===== config.mk =====
export PLATFORM = sky130hd
export DESIGN_NAME = shift_rotate_unit
export DESIGN_NICKNAME = d
export VERILOG_FILES = /design/src/rtl/sru_pkg.sv /design/src/rtl/sru_core.sv /design/src/rtl/sru_flags.sv /design/src/rtl/sru_timer.sv /design/src/rtl/shift_rotate_unit.sv
export SDC_FILE = /design/constraint.sdc
export NUM_CORES = 1
export LEC_CHECK = 0
export BUFFER_PORTS_ARGS = -buffer_cell sky130_fd_sc_hd__buf_2
export CAP_MARGIN = 10
export CORE_ASPECT_RATIO = 2
export CORE_MARGIN = 2
export CORE_UTILIZATION = 50
export DETAILED_ROUTE_END_ITERATION = 8
export PLACE_DENSITY = 0.75
export SLEW_MARGIN = 15
export SYNTH_ARGS = -nofsm -noshare
export SYNTH_HDL_FRONTEND = slang
export SYNTH_HIERARCHICAL = 1
export SYNTH_SLANG_ARGS = --single-unit
export TNS_END_PERCENT = 50

===== constraint.sdc =====
create_clock -name clk -period 2.3 [get_ports clk]
set_input_delay 0.23 -clock clk [delete_from_list [all_inputs] [get_ports clk]]
set_output_delay 0.23 -clock clk [all_outputs]
set_load 0.005 [all_outputs]

===== src/rtl/sru_pkg.sv =====
`timescale 1ns/1ps
package sru_pkg;
    typedef enum logic [2:0] {
        OP_SWAP = 3'b000,
        OP_SLL  = 3'b001,
        OP_RLC  = 3'b010,
        OP_SLLC = 3'b011,
        OP_SLR  = 3'b100,
        OP_SAR  = 3'b101,
        OP_RRC  = 3'b110,
        OP_SARC = 3'b111
    } sr_op_e;

    typedef struct packed {
        logic s;
        logic z;
        logic c;
        logic ov;
    } sr_flags_t;
endpackage


===== src/rtl/sru_core.sv =====
`timescale 1ns/1ps
// Combinational datapath: computes the shifted value and the carry-chain flags.
module sru_core #(
    parameter int WIDTH = 16
) (
    input  sru_pkg::sr_op_e    op,
    input  logic               two_step,
    input  logic [WIDTH-1:0]   v,
    input  logic               c_i,
    input  logic               ov_i,
    output logic [WIDTH-1:0]   r,
    output logic               c_o,
    output logic               ov_o,
    output logic               s_from_low
);
    import sru_pkg::*;
    localparam int HALF = WIDTH / 2;

    logic [WIDTH-1:0] sar1, sar2, lsl1, lsl2, lsr1, lsr2;

    always_comb begin
        sar1 = {v[WIDTH-1], v[WIDTH-1:1]};
        sar2 = {{2{v[WIDTH-1]}}, v[WIDTH-1:2]};
        lsl1 = {v[WIDTH-2:0], 1'b0};
        lsl2 = {v[WIDTH-3:0], 2'b00};
        lsr1 = {1'b0, v[WIDTH-1:1]};
        lsr2 = {2'b00, v[WIDTH-1:2]};
    end

    always_comb begin
        r          = v;
        c_o        = c_i;
        ov_o       = ov_i;
        s_from_low = 1'b0;
        unique case (op)
            OP_SWAP: begin
                s_from_low = 1'b1;
                r = two_step ? v : {v[HALF-1:0], v[WIDTH-1:HALF]};
            end
            OP_SLL: r = two_step ? lsl2 : lsl1;
            OP_RLC: begin
                c_o = v[WIDTH-1];
                if (two_step) begin
                    r    = {v[WIDTH-3:0], c_i, ov_i};
                    ov_o = v[WIDTH-2];
                end else begin
                    r = {v[WIDTH-2:0], c_i};
                end
            end
            OP_SLLC: begin
                c_o = v[WIDTH-1];
                r   = two_step ? lsl2 : lsl1;
                if (two_step) ov_o = v[WIDTH-2];
            end
            OP_SLR: begin
                s_from_low = 1'b1;
                r = two_step ? lsr2 : lsr1;
            end
            OP_SAR: begin
                s_from_low = 1'b1;
                r = two_step ? sar2 : sar1;
            end
            OP_RRC: begin
                s_from_low = 1'b1;
                c_o = v[0];
                if (two_step) begin
                    r    = {ov_i, c_i, v[WIDTH-1:2]};
                    ov_o = v[1];
                end else begin
                    r = {c_i, v[WIDTH-1:1]};
                end
            end
            OP_SARC: begin
                s_from_low = 1'b1;
                c_o = v[0];
                r   = two_step ? sar2 : sar1;
                if (two_step) ov_o = v[1];
            end
            default: r = v;
        endcase
    end
endmodule


===== src/rtl/sru_flags.sv =====
`timescale 1ns/1ps
// Sign and zero flag generation from the shifted value.
module sru_flags #(
    parameter int WIDTH = 16
) (
    input  logic [WIDTH-1:0] r,
    input  logic             s_from_low,
    output logic             s,
    output logic             z
);
    localparam int LOW_SIGN = WIDTH / 2 - 1;

    always_comb begin
        s = s_from_low ? r[LOW_SIGN] : r[WIDTH-1];
        z = (r == '0);
    end
endmodule


===== src/rtl/sru_timer.sv =====
`timescale 1ns/1ps
// Cycle cost and interrupt-block window.
module sru_timer #(
    parameter int BASE_CYC  = 6,
    parameter int EXTRA_CYC = 2,
    parameter int CNT_W     = $clog2(BASE_CYC + EXTRA_CYC + 1)
) (
    input  logic             clk,
    input  logic             rst,
    input  logic             accept,
    input  logic             two_step,
    output logic [CNT_W-1:0] cost,
    output logic             hold
);
    localparam int MAX_CYC = BASE_CYC + EXTRA_CYC;

    logic [CNT_W-1:0] cnt_d, cnt_q;

    always_comb begin
        cost  = two_step ? CNT_W'(MAX_CYC) : CNT_W'(BASE_CYC);
        cnt_d = cnt_q;
        if (accept)
            cnt_d = cost;
        else if (cnt_q != '0)
            cnt_d = cnt_q - 1'b1;
    end

    always_ff @(posedge clk) begin
        if (rst) cnt_q <= '0;
        else     cnt_q <= cnt_d;
    end

    assign hold = (cnt_q != '0);


    cnt_range_chk: assert property (@(posedge clk) disable iff (rst)
        cnt_q <= CNT_W'(MAX_CYC));


    countdown_chk: assert property (@(posedge clk) disable iff (rst)
        (cnt_q != '0) |=> (cnt_q == $past(cnt_q) - 1'b1));
endmodule


===== src/rtl/shift_rotate_unit.sv =====
`timescale 1ns/1ps
module shift_rotate_unit #(
    parameter int WIDTH     = 16,
    parameter int REG_W     = 2,
    parameter int BASE_CYC  = 6,
    parameter int EXTRA_CYC = 2,
    parameter int CNT_W     = $clog2(BASE_CYC + EXTRA_CYC + 1)
) (
    input  logic             clk,
    input  logic             rst,
    input  logic             in_valid,
    input  logic [2:0]       op,
    input  logic             two_step,
    input  logic [REG_W-1:0] reg_sel,
    input  logic [WIDTH-1:0] src,
    input  logic             c_in,
    input  logic             ov_in,
    output logic             out_valid,
    output logic [REG_W-1:0] dst_sel,
    output logic [WIDTH-1:0] result,
    output logic             s_out,
    output logic             z_out,
    output logic             c_out,
    output logic             ov_out,
    output logic [CNT_W-1:0] cycles,
    output logic             irq_block
);
    import sru_pkg::*;

    typedef struct packed {
        logic             vld;
        logic [REG_W-1:0] dst;
        logic [WIDTH-1:0] res;
        sr_flags_t        flg;
        logic [CNT_W-1:0] cyc;
    } state_t;

    state_t           st_d, st_q;
    logic             accept;
    logic             hold;
    logic [CNT_W-1:0] cost;
    logic [WIDTH-1:0] core_r;
    logic             core_c, core_ov, core_low;
    logic             flag_s, flag_z;
    sr_op_e           op_e;

    assign op_e   = sr_op_e'(op);
    assign accept = in_valid && !hold;

    sru_core #(.WIDTH(WIDTH)) u_core (
        .op(op_e), .two_step(two_step), .v(src), .c_i(c_in), .ov_i(ov_in),
        .r(core_r), .c_o(core_c), .ov_o(core_ov), .s_from_low(core_low)
    );

    sru_flags #(.WIDTH(WIDTH)) u_flags (
        .r(core_r), .s_from_low(core_low), .s(flag_s), .z(flag_z)
    );

    sru_timer #(.BASE_CYC(BASE_CYC), .EXTRA_CYC(EXTRA_CYC), .CNT_W(CNT_W)) u_timer (
        .clk(clk), .rst(rst), .accept(accept), .two_step(two_step),
        .cost(cost), .hold(hold)
    );

    always_comb begin
        st_d     = st_q;
        st_d.vld = 1'b0;
        if (accept) begin
            st_d.vld    = 1'b1;
            st_d.dst    = reg_sel;
            st_d.res    = core_r;
            st_d.flg.s  = flag_s;
            st_d.flg.z  = flag_z;
            st_d.flg.c  = core_c;
            st_d.flg.ov = core_ov;
            st_d.cyc    = cost;
        end
    end

    always_ff @(posedge clk) begin
        if (rst) st_q <= '0;
        else     st_q <= st_d;
    end

    assign out_valid = st_q.vld;
    assign dst_sel   = st_q.dst;
    assign result    = st_q.res;
    assign s_out     = st_q.flg.s;
    assign z_out     = st_q.flg.z;
    assign c_out     = st_q.flg.c;
    assign ov_out    = st_q.flg.ov;
    assign cycles    = st_q.cyc;
    assign irq_block = hold;


    busy_ignore_chk: assert property (@(posedge clk) disable iff (rst)
        irq_block |=> !out_valid);


    valid_in_hold_chk: assert property (@(posedge clk) disable iff (rst)
        out_valid |-> irq_block);


    swap_twice_chk: assert property (@(posedge clk) disable iff (rst)
        (out_valid && $past(op) == 3'b000 && $past(two_step)) |-> (result == $past(src)));


    keep_flags_chk: assert property (@(posedge clk) disable iff (rst)
        (out_valid && $past(op) == 3'b001) |-> (c_out == $past(c_in) && ov_out == $past(ov_in)));


    zero_flag_chk: assert property (@(posedge clk) disable iff (rst)
        out_valid |-> (z_out == (result == '0)));


    hold_stable_chk: assert property (@(posedge clk) disable iff (rst)
        !out_valid |-> ($stable(result) && $stable(dst_sel) && $stable(cycles)));
endmodule


==> summary.md <==
| Metric | Value |
|---|---|
| Clock transition at path regs | 0.06 ns |
| Netlist Area Pre-Place | approximately 0.0023 mm^2 |
| CTS hold repair buffers | 0 |
| Clk sinks | 31 |
| Net Switching | between 0.7 and 0.8 mW |
| Pre-CTS WS | 0.152 ns |
| Dpl hpwl | 4810 um |
| Setup crit end kind | flop |
| Utilization of the core after routing | ~59% |
| Setup Buffers After CTS | 0 |
| Syn nets | about 300 |
| Worst Skew | ~0.0054 ns |
| Internal power | 1.37 mW |
| CP Launch Type | flop |
| Via count | 2242 |
| Yosys cell types | 48 |
| GR Overflow Total | 0 |
| CTS max path bufs | 2 |
| CORE AREA | ~0.0046 mm^2 |
| Filler cells | roughly 460 |
| DR pass1 iterations | 4 |
| Post-route ant nets | 0 |
| Async set-reset flop share out of synthesis | 0% |
| DRT iter0 DRCs | between 60 and 70 |
| Final min period | 1.93 ns |
| Slew headroom | between 50% and 60% |
| Comb power frac | a little over two fifths |
| R2R setup slack | 0.37 ns |
| Worst reg2reg path depth | 7 |
| Area delta synth->final | 14.7% |
| Mapped Avg Cell Area | approximately 8.7 um^2 |
| Placer congestion estimate | 0.975 |
| Initial antenna violation count | 0 |
| Num rows | 35 |
| Sum Neg Setup Slack | 0 ns |
| Peak Freq | 519 MHz |
| # H-tree levels | 2 |
| Worst r2r dst | result[12] |
| Hold Crit Depth | 3 |
| Arrival time of the worst setup path | approximately 2.1 ns |
| RSZ-0062 raised after global routing | false |
| Die area | between 0.005 and 0.006 mm^2 |
| Port Buffers | 54 |
| Multi-input gate area | between 0.0015 and 0.002 mm^2 |
| CTS buffer count | 5 |
| Post-cts gate resize count | 0 |
| Die height | 100 um |
| Crit Path Category | flop to flop |
| Yosys top cell area share | a little over a quarter |
| Cells after Synth | between 200 and 300 |
| DRT Wirelength | 6270 um |
| Number of global-route vias before repair | ~2100 |
| Root buffer cell | clkbuf_8 |
| GRT Total Usage | 24.9% |
| Max IR drop VDD | roughly 0.54 mV |
| Final Hold Viols | 0 |
| Pwr per Cell Area | 791 mW/mm^2 |
| R2R Path Start | u_timer/cnt_q[0] |
| Clk_lat worst skew | approximately 0.28 ns |
| HP Class | input port to flop |
| Clock share of power | between 20 and 25% |
| # nets final | between 300 and 400 |
| Final setup vio count | 0 |
| Die Wd | 52.2 um |
| Residual DRC | 0 |
| Leakage | 1.06 nW |
| Final period util | between 80% and 90% |
| Avg WL per Cell | approximately 17 um |
| Design area | about 0.0027 mm^2 |
| Placed cell areas | 0.00257 mm^2 |
| Hold WS | around 0.24 ns |
| Status | completed |
| Worst EP required | about 2.5 ns |
| Flop pwr share | about a third |
| Sequential cell area | between 600 and 700 um^2 |
| Via/cell ratio | between 6 and 7 |
| Initial Util | approximately 51% |
| Max cap viols | 0 |
| CP max FO | 13 |
| Seq/Total Area, Yosys | between 20% and 30% |
| Antenna cells | 0 |
| Layout cells sized above 1 | 32.6% |
| Worst Slack Setup Final | about 0.37 ns |
| #FFs+latches synth | 31 |
| Switching Share | between 30% and 40% |
| First-pass GRT wire length | just under 10000 um |
| Largest cells by area after synthesis | dfxtp_1 (27%), nand4bb_1 (11%), nand2b_1 (7.5%), o21ai_2 (7.2%), o21ai_0 (6.0%) |
| Largest net degree at the start of global routing | 58 |
| Worst-Margin Slew | ~0.7 ns |
| Hold path endpoint | dst_sel[1] |
| Slew Viols, Final | 0 |
| Largest area contributor in the netlist | dfxtp_1 |
| Number of synthesized flops with an enable pin | 0 |
| Yosys warns | 6 |
| IO Count | 55 |
| Ys flop type | dfxtp_1 |
| Worst Hold Launch | reg_sel[1] |
| TritonCTS clock tree | done |
==> synthesized netlist by cell type, types with 3 or more instances <==
library cell,number
xnor2_1,3
nand4bb_1,23
nor2_1,5
mux2i_1,3
clkbuf_1,9
buf_6,5
a21oi_1,8
nor3_2,4
and2_1,13
buf_4,4
nand3_1,6
nor2b_1,16
nand2_1,6
inv_1,4
o21ai_0,28
buf_2,3
o21ai_1,3
dfxtp_1,31
o21ai_2,19
nor4_1,4
or4bb_1,3
nor3_1,5
nand2b_1,28
==> placed cells by master, fill, tap and decap left out, types with 3 or more instances in the layout <==
| cell type | count |
|---|---|
| mux2i_1 | 3 |
| or4bb_1 | 3 |
| nand2_1 | 6 |
| and2_1 | 13 |
| buf_4 | 9 |
| o21ai_0 | 28 |
| xnor2_1 | 3 |
| nor2b_1 | 16 |
| dfxtp_1 | 31 |
| inv_1 | 4 |
| clkbuf_8 | 7 |
| o21ai_1 | 3 |
| buf_2 | 54 |
| nor3_2 | 4 |
| nor4_1 | 4 |
| o21ai_2 | 19 |
| a21oi_1 | 8 |
| nor2_1 | 5 |
| nand2b_1 | 28 |
| nor3_1 | 5 |
| nand4bb_1 | 23 |
| nand3_1 | 6 |
==> logic make-up after synthesis <==
logic type | share of synthesized area [%]
simple gates | 38.2
flops | 26.7
compound gates | 22.1
other cells | 0.161
fa+ha+maj | 1.08
buf+inv | 7.91
mux | 2.74
xor+xnor | 1.13
==> routing by layer <==
layer  part of all wire (%)  wire length, um  GRT usage (%)  up-vias
met1                     35             2200           24.7     1046
met5                      0                0              0        -
met2                     53             3350           43.5       95
li1                       -                -              -     1072
met4                    7.1              447           20.9        0
met3                    4.2              265           3.26       29
==> cell type report <==
class                   count  area share (%)
multi-input cells         209            57.0
flip-flops and latches     31            23.3
clock buffers               8            3.75
inverters                   5           0.704
well taps                  55            2.58
repair buffers             63            12.7
==> sequential cells by signal, summed over array words and instances (netlist names) <==
register,cells
result,16
c_out,1
dst_sel,2
out_valid,1
cycles,4
s_out,1
u_timer/cnt_q,4
ov_out,1
z_out,1
==> critical path: stages (launching register included) <==
cell and delay (ns):
dfxtp_1 0.31, inv_1 0.11, ha_1 0.16, nor3b_4 0.29, inv_1 0.12, nor2b_2 0.39, buf_4 0.32, o21ai_0 0.11
==> power by group through the flow <==
stage / Combinational [mW] / Sequential [mW] / Clock (mW)
finish: 0.915 / 0.727 / 0.469
global route: 0.995 / 0.739 / 0.502
CTS: 0.918 / 0.728 / 0.476
detailed placement: 0.915 / 0.739 / 0
global placement: 0.901 / 0.737 / 0
floorplan: 0.670 / 0.742 / 0
==> how the worst max path moves through the flow <==
stage	from	endpoint	slack (ns)	cells past startpoint
4_1_cts	u_timer/cnt_q[0]	result[12]	0.35	7
3_3_place_gp	two_step	z_out	0.18	9
6_report	u_timer/cnt_q[0]	result[12]	0.37	7
3_5_place_dp	two_step	z_out	0.15	9
5_1_grt	u_timer/cnt_q[0]	result[12]	0.22	7
2_1_floorplan	u_timer/cnt_q[0]	u_timer/cnt_q[3]	0.48	9
==> stage by stage <==
step | instances | power (mW)
CTS | 371 | 2.12
global route | 371 | 2.24
finish | 371 | 2.11
global placement | 363 | 1.64
floorplan | 268 | 1.41
detailed placement | 363 | 1.65
Note: power is estimated with default switching activity, not from simulation.
